**src/rtl/psm_pkg.sv**
```systemverilog
package psm_pkg;
  typedef enum logic [1:0] {
    PS_OFF   = 2'b00,
    PS_SLEEP = 2'b01,
    PS_RUN   = 2'b10,
    PS_HOT   = 2'b11
  } pwr_state_t;
endpackage

```
**src/rtl/psm_sync.sv**
```systemverilog
module psm_sync #(
  parameter int STAGES = 2
) (
  input  logic clk_i,
  input  logic rst_ni,
  input  logic d_i,
  output logic q_o
);
  logic [STAGES-1:0] chain_q;

  always_ff @(posedge clk_i or negedge rst_ni) begin
    if (!rst_ni) chain_q <= '0;
    else         chain_q <= {chain_q[STAGES-2:0], d_i};
  end

  assign q_o = chain_q[STAGES-1];
endmodule

```
**src/rtl/psm_level_timer.sv**
```systemverilog
// Counts timebase ticks while the synchronized wire level stays constant.
module psm_level_timer #(
  parameter int EN_MS  = 1,
  parameter int DIS_MS = 10
) (
  input  logic clk_i,
  input  logic rst_ni,
  input  logic lvl_i,
  input  logic tick_i,
  output logic hi_long_o,
  output logic lo_long_o
);
  localparam int CMAX = ((EN_MS > DIS_MS) ? EN_MS : DIS_MS) + 1;
  localparam int CW   = $clog2(CMAX + 1);

  logic          prev_q;
  logic [CW-1:0] cnt_q;

  always_ff @(posedge clk_i or negedge rst_ni) begin
    if (!rst_ni) begin
      prev_q <= 1'b0;
      cnt_q  <= '0;
    end else begin
      prev_q <= lvl_i;
      if (lvl_i != prev_q)
        cnt_q <= '0;
      else if (tick_i && cnt_q != CW'(CMAX))
        cnt_q <= cnt_q + 1'b1;
    end
  end

  assign hi_long_o = prev_q  && (cnt_q > CW'(EN_MS));
  assign lo_long_o = !prev_q && (cnt_q > CW'(DIS_MS));
endmodule

```
**src/rtl/psm_float_guard.sv**
```systemverilog
// One sticky disable latch per sink, set by an open flag on a driven sink.
module psm_float_guard #(
  parameter int N_SINK = 4
) (
  input  logic              clk_i,
  input  logic              rst_ni,
  input  logic              clr_i,
  input  logic [N_SINK-1:0] drive_i,
  input  logic [N_SINK-1:0] open_i,
  output logic [N_SINK-1:0] lat_o
);
  for (genvar g = 0; g < N_SINK; g++) begin : g_lat
    logic lat_q;
    always_ff @(posedge clk_i or negedge rst_ni) begin
      if (!rst_ni)                     lat_q <= 1'b0;
      else if (clr_i)                  lat_q <= 1'b0;
      else if (drive_i[g] && open_i[g]) lat_q <= 1'b1;
    end
    assign lat_o[g] = lat_q;
  end
endmodule

```
**src/rtl/psm_fsm.sv**
```systemverilog
module psm_fsm
  import psm_pkg::*;
(
  input  logic       clk_i,
  input  logic       rst_ni,
  input  logic       hi_long_i,
  input  logic       lo_long_i,
  input  logic       any_en_i,
  input  logic       otp_i,
  output pwr_state_t state_o
);
  pwr_state_t st_q, st_d;

  always_comb begin
    st_d = st_q;
    unique case (st_q)
      PS_OFF:   if (hi_long_i) st_d = PS_SLEEP;
      PS_SLEEP: begin
        if (lo_long_i)     st_d = PS_OFF;
        else if (otp_i)    st_d = PS_HOT;
        else if (any_en_i) st_d = PS_RUN;
      end
      PS_RUN: begin
        if (lo_long_i)      st_d = PS_OFF;
        else if (otp_i)     st_d = PS_HOT;
        else if (!any_en_i) st_d = PS_SLEEP;
      end
      PS_HOT: begin
        if (lo_long_i)   st_d = PS_OFF;
        else if (!otp_i) st_d = PS_SLEEP;
      end
      default: st_d = PS_OFF;
    endcase
  end

  always_ff @(posedge clk_i or negedge rst_ni) begin
    if (!rst_ni) st_q <= PS_OFF;
    else         st_q <= st_d;
  end

  assign state_o = st_q;
endmodule

```
**src/rtl/psm_power_mgr.sv**
```systemverilog
module psm_power_mgr
  import psm_pkg::*;
#(
  parameter int N_SINK      = 4,
  parameter int EN_MS       = 1,
  parameter int DIS_MS      = 10,
  parameter int SYNC_STAGES = 2
) (
  input  logic              clk_i,
  input  logic              rst_ni,
  input  logic              line_i,
  input  logic              tick_i,
  input  logic [N_SINK-1:0] sink_en_i,
  input  logic              en_wr_i,
  input  logic              otp_i,
  input  logic [N_SINK-1:0] open_i,
  output logic [1:0]        state_o,
  output logic              pump_en_o,
  output logic              reg_reset_o,
  output logic [N_SINK-1:0] sink_on_o
);
  logic              line_s;
  logic              hi_long, lo_long;
  logic [N_SINK-1:0] lat;
  pwr_state_t        state;

  psm_sync #(.STAGES(SYNC_STAGES)) u_sync (
    .clk_i(clk_i), .rst_ni(rst_ni), .d_i(line_i), .q_o(line_s)
  );

  psm_level_timer #(.EN_MS(EN_MS), .DIS_MS(DIS_MS)) u_timer (
    .clk_i(clk_i), .rst_ni(rst_ni), .lvl_i(line_s), .tick_i(tick_i),
    .hi_long_o(hi_long), .lo_long_o(lo_long)
  );

  psm_fsm u_fsm (
    .clk_i(clk_i), .rst_ni(rst_ni), .hi_long_i(hi_long), .lo_long_i(lo_long),
    .any_en_i(|sink_en_i), .otp_i(otp_i), .state_o(state)
  );

  psm_float_guard #(.N_SINK(N_SINK)) u_guard (
    .clk_i(clk_i), .rst_ni(rst_ni),
    .clr_i(en_wr_i || state == PS_OFF),
    .drive_i(sink_on_o), .open_i(open_i), .lat_o(lat)
  );

  assign sink_on_o   = (state == PS_RUN) ? (sink_en_i & ~lat) : '0;
  assign pump_en_o   = (state == PS_RUN);
  assign reg_reset_o = (state == PS_OFF);
  assign state_o     = state;
endmodule

```
**config.mk**
```make
export PLATFORM = sky130hd
export DESIGN_NAME = psm_power_mgr
export DESIGN_NICKNAME = d
export VERILOG_FILES = /design/src/rtl/psm_pkg.sv /design/src/rtl/psm_sync.sv /design/src/rtl/psm_level_timer.sv /design/src/rtl/psm_float_guard.sv /design/src/rtl/psm_fsm.sv /design/src/rtl/psm_power_mgr.sv
export SDC_FILE = /design/constraint.sdc
export NUM_CORES = 1
export LEC_CHECK = 0
export ABC_AREA = 1
export BUFFER_PORTS_ARGS = -buffer_cell sky130_fd_sc_hd__buf_4
export CAP_MARGIN = 20
export CORE_MARGIN = 2
export CORE_UTILIZATION = 30
export CTS_BUF_LIST = sky130_fd_sc_hd__clkbuf_4
export DETAILED_ROUTE_END_ITERATION = 8
export PLACE_DENSITY = 0.58
export SLEW_MARGIN = 20
export SYNTH_ARGS = -nofsm -noshare
export SYNTH_HDL_FRONTEND = slang
export SYNTH_SLANG_ARGS = --single-unit
```
**constraint.sdc**
```tcl
create_clock -name clk_i -period 2.9 [get_ports clk_i]
set_clock_uncertainty 0.2 [all_clocks]
set_input_delay 0.29 -clock clk_i [delete_from_list [all_inputs] [get_ports clk_i]]
set_output_delay 0.29 -clock clk_i [all_outputs]
set_load 0.005 [all_outputs]
```
# After elaboration in Yosys (flattened, before gate mapping)
# Cells that the tools add are included.
dict set report totals {
  output_inout_bits 8
  wordCells 60
  mem_bits_ro 0
  in_bits 14
  ram_bits 0
  latchBits 0
  mem_count 0
  register_bits 13
}
dict set report op_classes {
  addsub 1
  eq_ne 9
  reduce_logical 17
  order_cmp 2
  muxes 21
  n_shift 0
  bitwise 2
  div_mod_pow 0
  mul 0
}
# op n
set op_table {}
lappend op_table {{2-to-1 mux 2 bit} 9}
lappend op_table {{2-to-1 mux 4 bit} 3}
lappend op_table {{nonzero test 2 bit} 5}
lappend op_table {{2-to-1 mux 1 bit} 8}
lappend op_table {{!= test 4 bit, second input constant} 2}
lappend op_table {{case mux 2 bit (4 select lines)} 1}
lappend op_table {{logical AND 1 bit} 7}
lappend op_table {{adder 4 x 1 -> 4 bit, second input constant} 1}
lappend op_table {{bitwise AND 4 bit} 1}
lappend op_table {{== test 2 bit, second input constant} 2}
lappend op_table {{greater-than comparator 4 x 1 -> 1 bit, second input constant} 1}
lappend op_table {{greater-than comparator 4 bit, second input constant} 1}
lappend op_table {{!= test 4 x 3 -> 1 bit, second input constant} 1}
lappend op_table {{NOT 4 bit} 1}
lappend op_table {{AND reduction 4 bit} 1}
lappend op_table {{OR reduction 4 bit} 1}
lappend op_table {{!= test 3 bit, second input constant} 1}
lappend op_table {{== test 2 x 1 -> 1 bit, second input constant} 1}
lappend op_table {{zero test 2 bit} 1}
lappend op_table {{!= test 2 x 1 -> 1 bit, second input constant} 1}
lappend op_table {{zero test 1 bit} 1}
lappend op_table {{logical OR 1 bit} 1}
lappend op_table {{!= test 1 bit} 1}

# Longest topological paths before layout
dict set report logic_depth {
  word_depth 6
  mapped_depth 11
  mapped_depth_nobuf 11
}

# Hierarchy
# A second synthesis with hierarchy kept.
dict set report unflattened {
  cells_unflattened 110
  area_unflattened_um2 827.0
}
# mod area_each_um2 cells_each seq_area_each_um2 instances
set by_module_without_submodules {}
lappend by_module_without_submodules {psm_level_timer 347.8 39 125.1 1}
lappend by_module_without_submodules {psm_float_guard 180.2 20 100.1 1}
lappend by_module_without_submodules {psm_fsm 167.7 29 50.0 1}
lappend by_module_without_submodules {psm_power_mgr 81.3 20 0.0 1}
lappend by_module_without_submodules {psm_sync 50.0 2 50.0 1}

# Worst setup path before layout
# No wires, ideal clock.
dict set report synth_path {
  kind {register to register}
  from {register u_timer.cnt_q[0]}
  to {register u_fsm.st_q[1], in the netlist u_fsm.state_o[1]}
  synth_period_minus_slack_ns 1.503
  setup_time_ns 0.121
  stages_incl_launch_ff 11
  arrival_time_ns 1.182
  t_required_ns 2.579
  n_path_buf 0
  slack_ns 1.397
  cell_sequence {dfrtp_1 -> inv_1 -> ha_1 -> inv_1 -> nand2_1 -> nand2_2 -> nand2_4 -> nand2_1 -> nand2_1 -> o21bai_1 -> nand2_1}
}
dict set report synth_via {
  elab_chain_cells 4
  word_cells_on_any_way 13
  classes_between {order compare (2); eq/ne (4); mux (4); reduce/logical (3)}
}
# item line_no
set synth_lines {}
lappend synth_lines {{start, declared} psm_level_timer.sv:17} ;# logic [CW-1:0] cnt_q;
lappend synth_lines {{start signal, assigned} psm_level_timer.sv:28} ;# cnt_q <= cnt_q + 1'b1;
lappend synth_lines {{greater-than comparator 4 bit / greater-than comparator 4 x 1 -> 1 bit (equally long branches)} {psm_level_timer.sv:33, psm_level_timer.sv:32}}
lappend synth_lines {{logical AND 1 bit, on equally long branches} {psm_level_timer.sv:33, psm_level_timer.sv:32}}
lappend synth_lines {{!= test 4 x 3 -> 1 bit (no line) (tied with other cells)} n/a}
lappend synth_lines {{AND reduction 4 bit (no line) / case mux 2 bit (4 select lines) (equally long branches)} n/a}
lappend synth_lines {{end signal, assigned} psm_fsm.sv:38} ;# else st_q <= st_d;
lappend synth_lines {{end, declared} psm_fsm.sv:12} ;# pwr_state_t st_q, st_d;
# Parallel ways exist; a longest one is shown, timed or not.
# A chain may end at the register's enable or synchronous reset.

# Worst setup path after layout
dict set report layout_path {
  from {register u_fsm.st_q[0], in the netlist u_fsm.state_o[0]}
  to {output port sink_on_o[1]}
}
dict set report layout_via {
  elab_chain_cells 2
}
# item line_no
set layout_lines {}
lappend layout_lines {{== test 2 bit} psm_power_mgr.sv:47} ;# assign sink_on_o = (state == PS_RUN) ? (sink_en_i & ~lat) : '0;
lappend layout_lines {{2-to-1 mux 4 bit} psm_power_mgr.sv:47}
lappend layout_lines {{end, declared} psm_power_mgr.sv:20} ;# output logic [N_SINK-1:0] sink_on_o
# Every way passes these cells.

==> summary.md <==
| Metric | Value |
|---|---|
| Core area | `0.00250 mm²` |
| Final net count | `148` |
| Io pins | `22` |
| Worst setup EP type | `output port` |
| Syn nets | `120` |
| Routed WL per cell | `10.5 µm` |
| Die height | `55.6 µm` |
| TritonCTS Buffers | `3` |
| Root Driver | `clkbuf_4` |
| Flop pwr share | `about two fifths` |
| Class of the worst hold path | `in -> reg` |
| Setup violations, final | `0` |
| Outcome | `completed` |
| Port Buffer Count | `21` |
| Min Tclk post-route | `1.72 ns` |
| Vias in the first global route | `650` |
| Setup crit start kind | `flip-flop` |
| RSZ-0062 raised after global routing | `false` |
| Worst-Skew Late Latency | `0.28 ns` |
| Detailed Route WL | `1.67 mm` |
| H-tree depth | `1` |
| Clk pwr share | `19.0%` |
| Sequential fraction of the synthesis area | `40.8%` |
| Max-cap violations | `0` |
| Pre-antenna DRT Iters | `5` |
| N_diodes | `0` |
| # clock sinks | `13` |
| GRT Residual Overflow | `0` |
| Max clock buf depth | `2` |
| Switching share of power | `between 30% and 40%` |
| Power density over the cells | `580 mW/mm²` |
| DRC | `0` |
| Vias per Instance | `4.48` |
| Initial core utilization | `31.9%` |
| TritonCTS clock tree | `yes` |
| Commonest non-fill, non-tap cell in the layout | `nand2_1` |
| Initial antenna violation count | `0` |
| Worst Path Arrival | `~1.2 ns` |
| First-pass GRT wire length | `around 2.7 mm` |
| Static leakage | `0.554 nW` |
| Detailed-route via count | `roughly 710` |
| Hpwl dp | `around 1.3 mm` |
| Switching pwr | `230 µW` |
| Slew of the pin with the lowest slew margin | `a little under 0.3 ns` |
| Int Power | `374 µW` |
| Worst IR Drop VDD | `0.000330 V` |
| Syn Inst Count | `102` |
| Multi-input gate area | `394 µm²` |
| Starting DRT DRC Count | `20` |
| Hold_ws | `0.0611 ns` |
| Storage cell area | `325 µm²` |
| Total chip power | `604 µW` |
| Area Growth Syn to Fin | `30.4%` |
| Final Max Slew Viols | `0` |
| Final Wtd Congestion | `0.802` |
| Syn avg cell area | `7.83 µm²` |
| Most frequent cells in the layout | `nand2_1, buf_4, inv_1` |
| Pin count of the biggest net entering global routing | `14` |
| Maximum clock rate | `582 MHz` |
| CP required | `2.41 ns` |
| Synth cell types | `22` |
| Share of cells above drive strength 1 | `31.8%` |
| CP Class | `reg -> out` |
| Final Cycle Share | `59.2%` |
| Die width | `55.6 µm` |
| Post-synthesis register bit count | `13` |
| Combinational Power Share | `41.5%` |
| Final count of hold timing violations | `0` |
| Fill count | `252` |
| Crit-path max FO | `6` |
| Die Area | `0.00309 mm²` |
| Worst slew margin | `80.4%` |
| Sum Neg Setup Slack | `0 ns` |
| Synth warn | `0` |
| Num rows | `18` |
| GRT Total Usage | `11.4%` |
| Clk pin slew, worst setup/hold paths | `0.09 ns` |
| Synthesized area | `about 800 µm²` |
| Final ANT Viol Nets | `0` |
[flip-flops by register name (all words and copies together), names as in the netlist]
| name | flops |
|---|---|
| u_guard.g_lat.lat_q | 4 |
| u_timer.cnt_q | 4 |
| u_fsm.state_o | 2 |
| u_sync.chain_q | 2 |
| u_timer.prev_q | 1 |
[logic make-up (layout without fill, tap and decap cells)]
group / after synthesis / after routing / share of synthesized area (%)
buffers and inverters: 21 / 48 / 9.87
AO/OA/AOI/OAI: 12 / 12 / 8.46
XOR/XNOR: 1 / 1 / 2.04
flip-flops: 13 / 13 / 40.8
AND/OR/NAND/NOR: 51 / 51 / 32.6
adder cells (fa/ha/maj): 4 / 4 / 6.27
[through the flow]
stage          utilization [%]  area, µm²  cells  setup slack, ns
2_1_floorplan                -        798    102             1.40
3_3_place_gp              39.7        993    153             1.35
6_report                  41.6       1040    159             1.18
3_5_place_dp              39.7        993    153             1.28
5_1_grt                   41.6       1040    159             1.07
4_1_cts                   41.6       1040    159             1.17
[metal layers]
| metal | up-vias | share of wire [%] | track usage (%) |
|---|---|---|---|
| met4 | 0 | 0.78 | 2.09 |
| met5 | - | 0 | 0 |
| met3 | 2 | 5.1 | 4.88 |
| li1 | 379 | - | - |
| met1 | 315 | 44 | 13.4 |
| met2 | 17 | 50 | 19.4 |
[Yosys cell counts]
library cell,number,area [µm²]
nand2_4,1,11.3
nor2_4,1,11.3
nand2_1,22,82.6
inv_1,15,56.3
and3_1,1,6.26
o21ai_1,3,15.0
o21bai_1,1,7.51
a31oi_1,1,6.26
ha_1,4,50.1
nand4_1,2,12.5
dfrtp_1,13,325
inv_2,6,22.5
o21ai_0,1,5.00
a21oi_1,5,25.0
nor2_1,6,22.5
nand2_2,2,12.5
nor3_1,2,10.0
xnor2_2,1,16.3
nor3_2,4,40.0
or2_1,1,6.26
nand3_1,9,45.0
o21ai_2,1,8.76
[final timing paths]
check	slack (ns)	to	startpoint	depth (start not counted)
max reg2reg	1.24	u_fsm.state_o[1]	u_timer.cnt_q[0]	10
min reg2reg	0.16	u_sync.chain_q[1]	u_sync.chain_q[0]	0
min	0.06	u_guard.g_lat[2].lat_q	open_i[2]	3
min in group asynchronous	0.18	u_fsm.state_o[0]	rst_ni	2
max in group asynchronous	2.15	u_guard.g_lat[2].lat_q	rst_ni	2
max	1.18	sink_on_o[1]	u_fsm.state_o[0]	4
[area by class of cell]
cell class	instances	share of cell area [%]
Clock buffer	3	2.16
Sequential cell	13	31.2
Tap cell	30	3.61
Inverter	21	7.57
Multi-Input combinational cell	68	37.9
Clock inverter	1	0.481
Timing Repair Buffer	23	17.1
[worst max-delay path, cell delays in order, from the launching register on]
cell and delay [ns]:
dfrtp_1 0.43, inv_2 0.09, nand2_2 0.12, nor3_2 0.17, buf_4 0.14
[what timing repair did]
item | in CTS | in global routing
setup buffers | 0 | 0
setup endpoints to repair | 0 | 0
endpoints found under the hold margin | 14 | 0
hold buffers | 2 | 0
resized for setup | 0 | 0
[power by group through the flow]
stage | logic (mW) | clock network (mW) | registers, mW
after global routing | 0.280 | 0.130 | 0.241
final | 0.251 | 0.115 | 0.238
after floorplan | 0.147 | 0 | 0.236
after CTS | 0.255 | 0.123 | 0.239
after detailed placement | 0.250 | 0 | 0.242
after global placement | 0.247 | 0 | 0.240
Note: power is estimated with default switching activity, not from simulation.
